==> src/rtl/ipi_mailbox.sv <==
module ipi_mailbox #(
  parameter int NW = 32,
  parameter int MW = 64
) (
  input  logic          clk,
  input  logic          rst_n,
  input  logic [5:0]    bus_addr,
  input  logic          bus_wide,
  input  logic          bus_wr,
  input  logic          bus_rd,
  input  logic [MW/8-1:0] bus_be,
  input  logic [MW-1:0] bus_wdata,
  output logic [MW-1:0] bus_rdata,
  output logic          irq_out
);
  localparam int NMB = 4;
  localparam int HW  = MW / 2;

  function automatic logic [MW-1:0] lanes(input logic [MW/8-1:0] be);
    for (int b = 0; b < MW/8; b++) lanes[b*8 +: 8] = {8{be[b]}};
  endfunction

  logic [NW-1:0] pend, mask;
  logic [MW-1:0] mbox [NMB];
  logic          irq_q;
  logic [MW-1:0] rd_val, sel_mb;

  wire [3:0]    reg_sel  = bus_addr[5:2];
  wire [MW-1:0] full_m   = lanes(bus_be);
  wire [NW-1:0] lo_m     = full_m[NW-1:0];
  wire [NW-1:0] wbits    = bus_wdata[NW-1:0] & lo_m;
  wire          do_set   = bus_wr && reg_sel == 4'h2;
  wire          do_clr   = bus_wr && reg_sel == 4'h3;
  wire          do_mask  = bus_wr && reg_sel == 4'h1;
  wire [MW-1:0] mb_m     = bus_wide ? full_m :
                           bus_addr[2] ? {full_m[HW-1:0], {HW{1'b0}}} : {{HW{1'b0}}, full_m[HW-1:0]};
  wire [MW-1:0] mb_d     = bus_wide ? bus_wdata : {bus_wdata[HW-1:0], bus_wdata[HW-1:0]};

  always_ff @(posedge clk) begin
    if (!rst_n) begin
      pend  <= '0;
      mask  <= '0;
      irq_q <= 1'b0;
      for (int i = 0; i < NMB; i++) mbox[i] <= '0;
    end else begin
      irq_q <= |(pend & mask);
      if (do_set) pend <= pend | wbits;
      else if (do_clr) pend <= pend & ~wbits;
      if (do_mask) mask <= (mask & ~lo_m) | wbits;
      for (int i = 0; i < NMB; i++)
        if (bus_wr && bus_addr[5] && bus_addr[4:3] == i[1:0])
          mbox[i] <= (mbox[i] & ~mb_m) | (mb_d & mb_m);
    end
  end

  always_comb begin
    rd_val = '0;
    sel_mb = mbox[bus_addr[4:3]];
    if (bus_addr[5])
      rd_val = bus_wide ? sel_mb : {{HW{1'b0}}, bus_addr[2] ? sel_mb[MW-1:HW] : sel_mb[HW-1:0]};
    else if (reg_sel == 4'h0)
      rd_val = {{(MW-NW){1'b0}}, pend};
    else if (reg_sel == 4'h1)
      rd_val = {{(MW-NW){1'b0}}, mask};
  end

  assign bus_rdata = bus_rd ? rd_val : '0;
  assign irq_out   = irq_q;

  assert_status_ro_R2: assert property (@(posedge clk) disable iff (!rst_n)
    bus_wr && reg_sel == 4'h0 |=> pend == $past(pend) && mask == $past(mask));
  assert_set_bits_R4: assert property (@(posedge clk) disable iff (!rst_n)
    do_set |=> (pend & $past(wbits)) == $past(wbits) &&
               (pend & ~$past(wbits)) == ($past(pend) & ~$past(wbits)));
  assert_clr_bits_R5: assert property (@(posedge clk) disable iff (!rst_n)
    do_clr |=> (pend & $past(wbits)) == '0 &&
               (pend & ~$past(wbits)) == ($past(pend) & ~$past(wbits)));
  assert_mbox_isolated_R7: assert property (@(posedge clk) disable iff (!rst_n)
    bus_wr && bus_addr[5] |=> $stable(pend) && $stable(mask));
  assert_hole_ignored_R9: assert property (@(posedge clk) disable iff (!rst_n)
    bus_wr && bus_addr[5:4] == 2'b01 |=> $stable(pend) && $stable(mask) && $stable(irq_q) == $stable(irq_q));
  assert_rd_idle_R10: assert property (@(posedge clk) disable iff (!rst_n)
    !bus_rd |-> bus_rdata == '0);
endmodule

==> config.mk <==
export PLATFORM = sky130hd
export DESIGN_NAME = ipi_mailbox
export DESIGN_NICKNAME = d
export VERILOG_FILES = /design/src/rtl/ipi_mailbox.sv
export SDC_FILE = /design/constraint.sdc
export NUM_CORES = 1
export LEC_CHECK = 0
export ABC_CLOCK_PERIOD_IN_PS = 9050
export BUFFER_PORTS_ARGS = -buffer_cell sky130_fd_sc_hd__buf_4
export CAP_MARGIN = 0
export CORE_UTILIZATION = 48
export CTS_CLUSTER_SIZE = 30
export DETAILED_ROUTE_END_ITERATION = 6
export PLACE_DENSITY = 0.7
export SLEW_MARGIN = 10
export SYNTH_ARGS = -nofsm -noshare
export SYNTH_HDL_FRONTEND = slang
export SYNTH_SLANG_ARGS = --single-unit
==> constraint.sdc <==
create_clock -name clk -period 9.05 [get_ports clk]
set_input_delay 2.715 -clock clk [delete_from_list [all_inputs] [get_ports clk]]
set_output_delay 2.715 -clock clk [all_outputs]
set_load 0.01 [all_outputs]
==> metrics.md, run 1 <==
| Metric | Value |
|---|---|
| Outcome | complete, no violations |
| Rows | 70 |
| Worst setup SP type | input pin |
| Fill cell count | around 3100 |
| Share of the synthesized area in the top cell type | 0.433 |
| Number of port buffers | 145 |
| Final #Nets | about 1600 |
| Clock Latency Late Sink | 530 ps |
| Worst Slack Setup Final | ~1100 ps |
| Cts hold-fix bufs | 0 |
| Worst-path clk slew | roughly 60 ps |
| Worst slew margin | 0.186 |
| Logic pwr share | 0.117 |
| Area grow syn2layout | 13.1% |
| VDD IR max | between 150 and 200 µV |
| Core area | between 30000 and 40000 µm² |
| Yosys reg bits | ~320 |
| Main synth FF type | edfxtp_1 |
| P_leak | around 8.9 nW |
| Max FO, Critical Path | 76 |
| P_int | roughly 2.7 mW |
| Kind of critical path | input pin to output port |
| Max-cap violation count | 0 |
| Setup_tns | 0 ps |
| Required time of the worst setup path | about 6300 ps |
| CTS tree | built |
| Worst R2R End | irq_out$_SDFF_PN0_ |
| Largest area contributor in the netlist | edfxtp_1 |
| Post-DP HPWL | ~36000 µm |
| Clock power share | 0.417 |
| Hold path depth | 2 |
| TritonCTS Buffers | 36 |
| Synth warnings | 0 |
| Placed Area | around 19000 µm² |
| HP Class | flip-flop to flip-flop |
| Die width | around 190 µm |
| Period minus WS final | between 7000 and 8000 ps |
| Total power | about 3.6 mW |
| Height of the chip | around 190 µm |
| DRC Markers | 0 |
| DRT Wirelength | 58100 µm |
| CTS H-tree lvls | 2 |
| Gp weighted congestion | 0.875 |
| DR WL/cell | 28.3 µm |
| Hold Worst Slack | around 490 ps |
| Asr flop ratio synth | 0 |
| Initial Utilization | 0.486 |
| Max Freq | 126 MHz |
| Detailed Routing Iterations Pass 1 | 5 |
| Final setup skew | roughly 25 ps |
| Global-route wire length before repair | roughly 90000 µm |
| Most common cell in the synthesized netlist | edfxtp_1 |
| Sw frac | 0.253 |
| Remaining Overflow, GRT | 0 |
| Clk sinks | 321 |
| P_sw | ~910 µW |
| Fin area | between 20000 and 25000 µm² |
| Die area | 37800 µm² |
| RSZ-0062 raised after global routing | false |
| Sequential fraction of design power | 0.466 |
| PD cells | 180 nW/µm² |
| Antenna-violating nets left | 0 |
| Reg2reg setup slack | between 7000 and 8000 ps |
| Slew Viols, Final | 0 |
| Clock root cell | clkbuf_16 |
| Crit. End Element | output port |
| Mapped Avg Cell Area | approximately 12 µm² |
| Synth Net Count | 1608 |
| Synth cell types | between 40 and 50 |
| All-layer global routing usage | 0.306 |
| Post-Syn Area | about 18000 µm² |
| Worst-Margin Slew | 1220 ps |
| Largest net degree at the start of global routing | 129 |
| Number of synthesized flops with an enable pin | between 200 and 300 |
| Initial antenna violation count | 1 |
| Dpl ws | approximately 1200 ps |
| Post-CTS setup buffers | 0 |
| Io pins | 148 |
| Sequential fraction of the synthesis area | 0.506 |
| Final setup fails | 0 |
| Vias in the first global route | 13873 |
| Crit path DAT | 5240 ps |
| Vias per cell | ~7 |
| Drt first-iter violations | between 1500 and 2000 |
| Period utilisation layout | 0.879 |
| Post-CTS sizing | 0 |
| Clock buffer depth | 3 |
| R2R depth | 3 |
| Post-synth top cells | 256 x edfxtp_1, 184 x a21oi_1, 160 x mux2i_1 |
| Area contributors post-synth | edfxtp_1 43%, mux2i_1 9.0%, dfxtp_1 7.3% |
| Final Hold Viols | 0 |
| Fraction of layout cells with a size suffix above 1 | 0.212 |
| Vias | about 14000 |
| Cells after synthesis | between 1500 and 2000 |
[worst max-delay path by stage]
stage | start | to | slack [ps] | cells after the start
3_5_place_dp | bus_addr[4] | bus_rdata[23] | 1160 | 6
4_1_cts | bus_addr[4] | bus_rdata[23] | 1160 | 6
5_1_grt | bus_addr[4] | bus_rdata[23] | 1060 | 6
2_1_floorplan | bus_addr[3] | mbox[0][0]$_SDFFCE_PN0P_ | 440 | 4
6_report | bus_addr[4] | bus_rdata[31] | 1100 | 6
3_3_place_gp | bus_addr[4] | bus_rdata[23] | 1170 | 6
[metrics by stage]
step	util	instances
after floorplan	-	1525
after global placement	0.517	1990
after detailed placement	0.517	1990
after CTS	0.550	2054
after global routing	0.550	2054
final	0.550	2055
[cell usage in the layout, fill, tap and decap left out, types with 2 or more instances in the layout]
cell type  synthesis  final
nand4_1           37     37
mux2i_1          160    160
clkinv_1           1     10
o211a_1          128    128
a211oi_1          22     22
buf_4              4    171
dfxtp_1           65     65
o21ai_0          158    157
and3_1            19     19
clkbuf_8           0      2
nand3_1           67     67
edfxtp_1         256    256
inv_1              6      5
nand2_1           39     37
nor2_1            24     24
o21ai_1            3      3
nand2_4            0      2
mux4_2            40     40
and3b_1            5      5
o31ai_1           33     32
bufinv_16          0      5
a211oi_2           2      2
and2_1             5      5
clkbuf_1         108      6
a221o_1            8      8
a22oi_1           16     16
clkinv_2           0      5
mux2_2            56     56
a21oi_1          184    184
clkbuf_16          0     37
or2_2              3      3
[area by class of cell]
| cell class | count | area (µm²) | share of cell area |
|---|---|---|---|
| multi-input combinational | 1022 | 7990 | 0.398 |
| sequential | 321 | 8990 | 0.448 |
| clock buffer | 45 | 976 | 0.0486 |
| timing repair buffer | 172 | 1290 | 0.0645 |
| antenna | 1 | 2.50 | 0.000125 |
| inverter | 7 | 26.3 | 0.00131 |
| clock inverter | 19 | 213 | 0.0106 |
| tap | 468 | 586 | 0.0292 |
[kinds of logic after synthesis]
kind of cell | count (synthesis) | share of synthesized area
and+or+nand+nor | 211 | 0.0631
buffers and inverters | 182 | 0.0481
muxes | 256 | 0.176
AOI/OAI and AO/OA | 555 | 0.206
DFF | 321 | 0.506
[routing by layer]
layer / up-vias / GRT usage / share of wire
met5: - / 0 / 0
met1: 7033 / 0.414 / 0.39
met2: 876 / 0.484 / 0.47
met3: 116 / 0.0597 / 0.10
met4: 0 / 0.120 / 0.038
li1: 6084 / - / -
[power by group through the flow]
stage / clock (mW) / combinational, mW / sequential (mW)
floorplan: 0 / 0.256 / 1.71
global placement: 0 / 0.409 / 1.71
detailed placement: 0 / 0.412 / 1.71
CTS: 1.52 / 0.413 / 1.68
global route: 1.58 / 0.442 / 1.69
finish: 1.51 / 0.421 / 1.68
[critical path, cell delays in order]
cell and delay (ps):
buf_6 720, buf_4 520, mux2i_1 160, mux4_2 480, a211oi_1 320, buf_4 190
(Power assumes the default switching activity.)
==> run 2, diff against run 1 <==
Settings changed: CELL_PAD_IN_SITES_DETAIL_PLACEMENT set to 1, CELL_PAD_IN_SITES_GLOBAL_PLACEMENT set to 1, CORE_UTILIZATION 48 to 44, PLACE_DENSITY 0.7 to 0.77.
==> run 2 against run 1 <==
Sequential cell count unchanged. First-iteration DRC count is 21% lower. Combinational power grew 4%. Design area grew 0.55%. Clock power about the same. Die area up 9.0%. Clock-buffer cell count rose by 6. Global-route usage fell by 0.77 points. Critical path type unchanged. Largest cell class unchanged.
==> metrics.md, run 2 (synthesis gave the netlist of run 1 again) <==
| Metric | Value |
|---|---|
| Outcome | complete, no violations |
| Antenna cell count | 0 (-1) |
| Number of port buffers | 145 (unchanged) |
| Clock Latency Late Sink | 530 ps (about the same) |
| Vias | 14150 (+0.29%) |
| Final Hold Viols | 0 (unchanged) |
| Post-route insts no fill | 2117 (+3.0%) |
| Height of the chip | 203 µm (+4.4%) |
| VDD IR max | 143 µV (-9.3%) |
| Largest net degree at the start of global routing | 117 (-9.3%) |
| CP Cell Sequence | buf_4 -> nand2b_4 -> buf_4 -> mux4_2 -> a211oi_1 -> buf_4 |
| Io pins | 148 (unchanged) |
| DRC Markers | 0 (unchanged) |
| Die width | 203 µm (+4.4%) |
| Clk sinks | 321 (unchanged) |
| Detailed Routing Iterations Pass 1 | 5 (unchanged) |
| Global-route wire length before repair | 92600 µm (+5.5%) |
| Max FO, Critical Path | 37 (-51%) |
| CP max-delay cell | nand2b_4 |
| R2R depth | 3 (unchanged) |
| Drt first-iter violations | 1381 (-21%) |
| Total power | 3.61 mW (about the same) |
| CTS H-tree lvls | 2 (unchanged) |
| Kind of critical path | input pin to output port |
| Reg2reg setup slack | 7750 ps (+30 ps) |
| Clock buffer depth | 3 (unchanged) |
| Gp weighted congestion | 0.848 (-3.1%) |
| Initial Utilization | 0.447 (-0.0393) |
| Setup_tns | 0 ps (unchanged) |
| Crit. End Element | output port |
| DRT Wirelength | 61900 µm (+6.5%) |
| Core Util, Final | 0.508 (-0.0416) |
| CP top delay family | buffers and inverters |
| Vias per cell | 6.68 (-2.6%) |
| Max Freq | 124 MHz (-1.1%) |
| Worst-path clk slew | 60 ps (about the same) |
| Core area | 39700 µm² (+8.8%) |
| Slew Viols, Final | 0 (unchanged) |
| Final #Nets | 1649 (+0.37%) |
| Cts hold-fix bufs | 0 (unchanged) |
| Crit path top cell by count | buf_4 |
| Remaining Overflow, GRT | 0 (unchanged) |
| Max-cap violation count | 0 (unchanged) |
| Hold path depth | 2 (unchanged) |
| Initial antenna violation count | 2 (+1) |
| Area grow syn2layout | 13.7% |
| Hold Worst Slack | 479 ps (-8.03 ps) |
| Period minus WS final | 8040 ps (+89.6 ps) |
| HP Class | flip-flop to flip-flop |
| Post-DP HPWL | 38600 µm (+7.4%) |
| All-layer global routing usage | 0.298 (-0.00766) |
| Critical path launch point | bus_wide |
| Period utilisation layout | 0.889 (+0.00990) |
| Post-CTS setup buffers | 0 (unchanged) |
| WP depth | 6 (unchanged) |
| TritonCTS Buffers | 36 (unchanged) |
| Rows | 73 (+4.3%) |
| P_leak | 8.94 nW (+0.40%) |
| DR WL/cell | 29.2 µm (+3.4%) |
| CP endpoint | bus_rdata[7] |
| Worst slew margin | 0.169 (-0.0163) |
| Dpl cells | 2053 (+3.2%) |
| Crit path DAT | 5330 ps (+90 ps) |
| Required time of the worst setup path | 6340 ps (about the same) |
| Worst R2R End | irq_out$_SDFF_PN0_ |
| Fraction of layout cells with a size suffix above 1 | 0.217 (+0.00548) |
| Buf/Inv on CP | 3 (unchanged) |
| Most common cell after layout, fill and taps aside | edfxtp_1 |
| Worst path max stage delay | 650 ps (-70 ps) |
| Most frequent cells in the layout | 256 x edfxtp_1, 184 x a21oi_1, 177 x buf_4 |
| RSZ-0062 raised after global routing | false |
| Worst-Margin Slew | 1240 ps (+24.5 ps) |
| Post-CTS sizing | 0 (unchanged) |
| Final setup fails | 0 (unchanged) |
| PD cells | 179 nW/µm² (-0.57%) |
| Vias in the first global route | 14468 (+4.3%) |
| Clock root cell | clkbuf_16 |
| CTS tree | built |
| Die area | 41200 µm² (+9.0%) |
| Final setup skew | 9.05 ps (-15.6 ps) |
| Worst setup SP type | input pin |
| Antenna-violating nets left | 0 (unchanged) |
-- run 2: metal layers --
| layer | track usage | share of wire | up-vias |
|---|---|---|---|
| met5 | 0 | 0 | - |
| li1 | - | - | 6094 |
| met4 | 0.0967 | 0.030 | 0 |
| met3 | 0.0711 | 0.10 | 110 |
| met1 | 0.418 | 0.42 | 7252 |
| met2 | 0.453 | 0.45 | 694 |
-- run 2: area by class of cell --
class | instances | area, µm²
sequential | 321 | 8990
tap | 525 | 657
clock inverter | 13 | 149
fill | 4158 | 19500
clock buffer | 51 | 1040
inverter | 7 | 26.3
multi-input combinational | 1022 | 7990
timing repair buffer | 178 | 1340
-- run 2: worst min-delay path by stage --
stage / slack [ps] / startpoint / endpoint
floorplan: 450 / flip-flop / flip-flop
global placement: 460 / flip-flop / flip-flop
detailed placement: 470 / flip-flop / flip-flop
CTS: 480 / flip-flop / flip-flop
global route: 510 / flip-flop / flip-flop
finish: 480 / flip-flop / flip-flop
-- run 2: power breakdown --
group	switching, mW	total (mW)	internal (mW)
registers	0.0301	1.68	1.65
logic	0.295	0.438	0.143
clock network	0.603	1.49	0.886
total	0.928	3.61	2.68
-- run 2: per-stage QoR --
stage	setup WS [ps]	cell area, µm²
3_5_place_dp	1010	19000
3_3_place_gp	1050	19000
6_report	1010	20200
5_1_grt	913	20200
4_1_cts	1020	20200
2_1_floorplan	435	17800
-- run 2: worst register-to-register path, cell delays in order (launching register included) --
cell and delay (ps):
dfxtp_1 320, a22oi_1 270, nand4_1 150, o41a_1 440
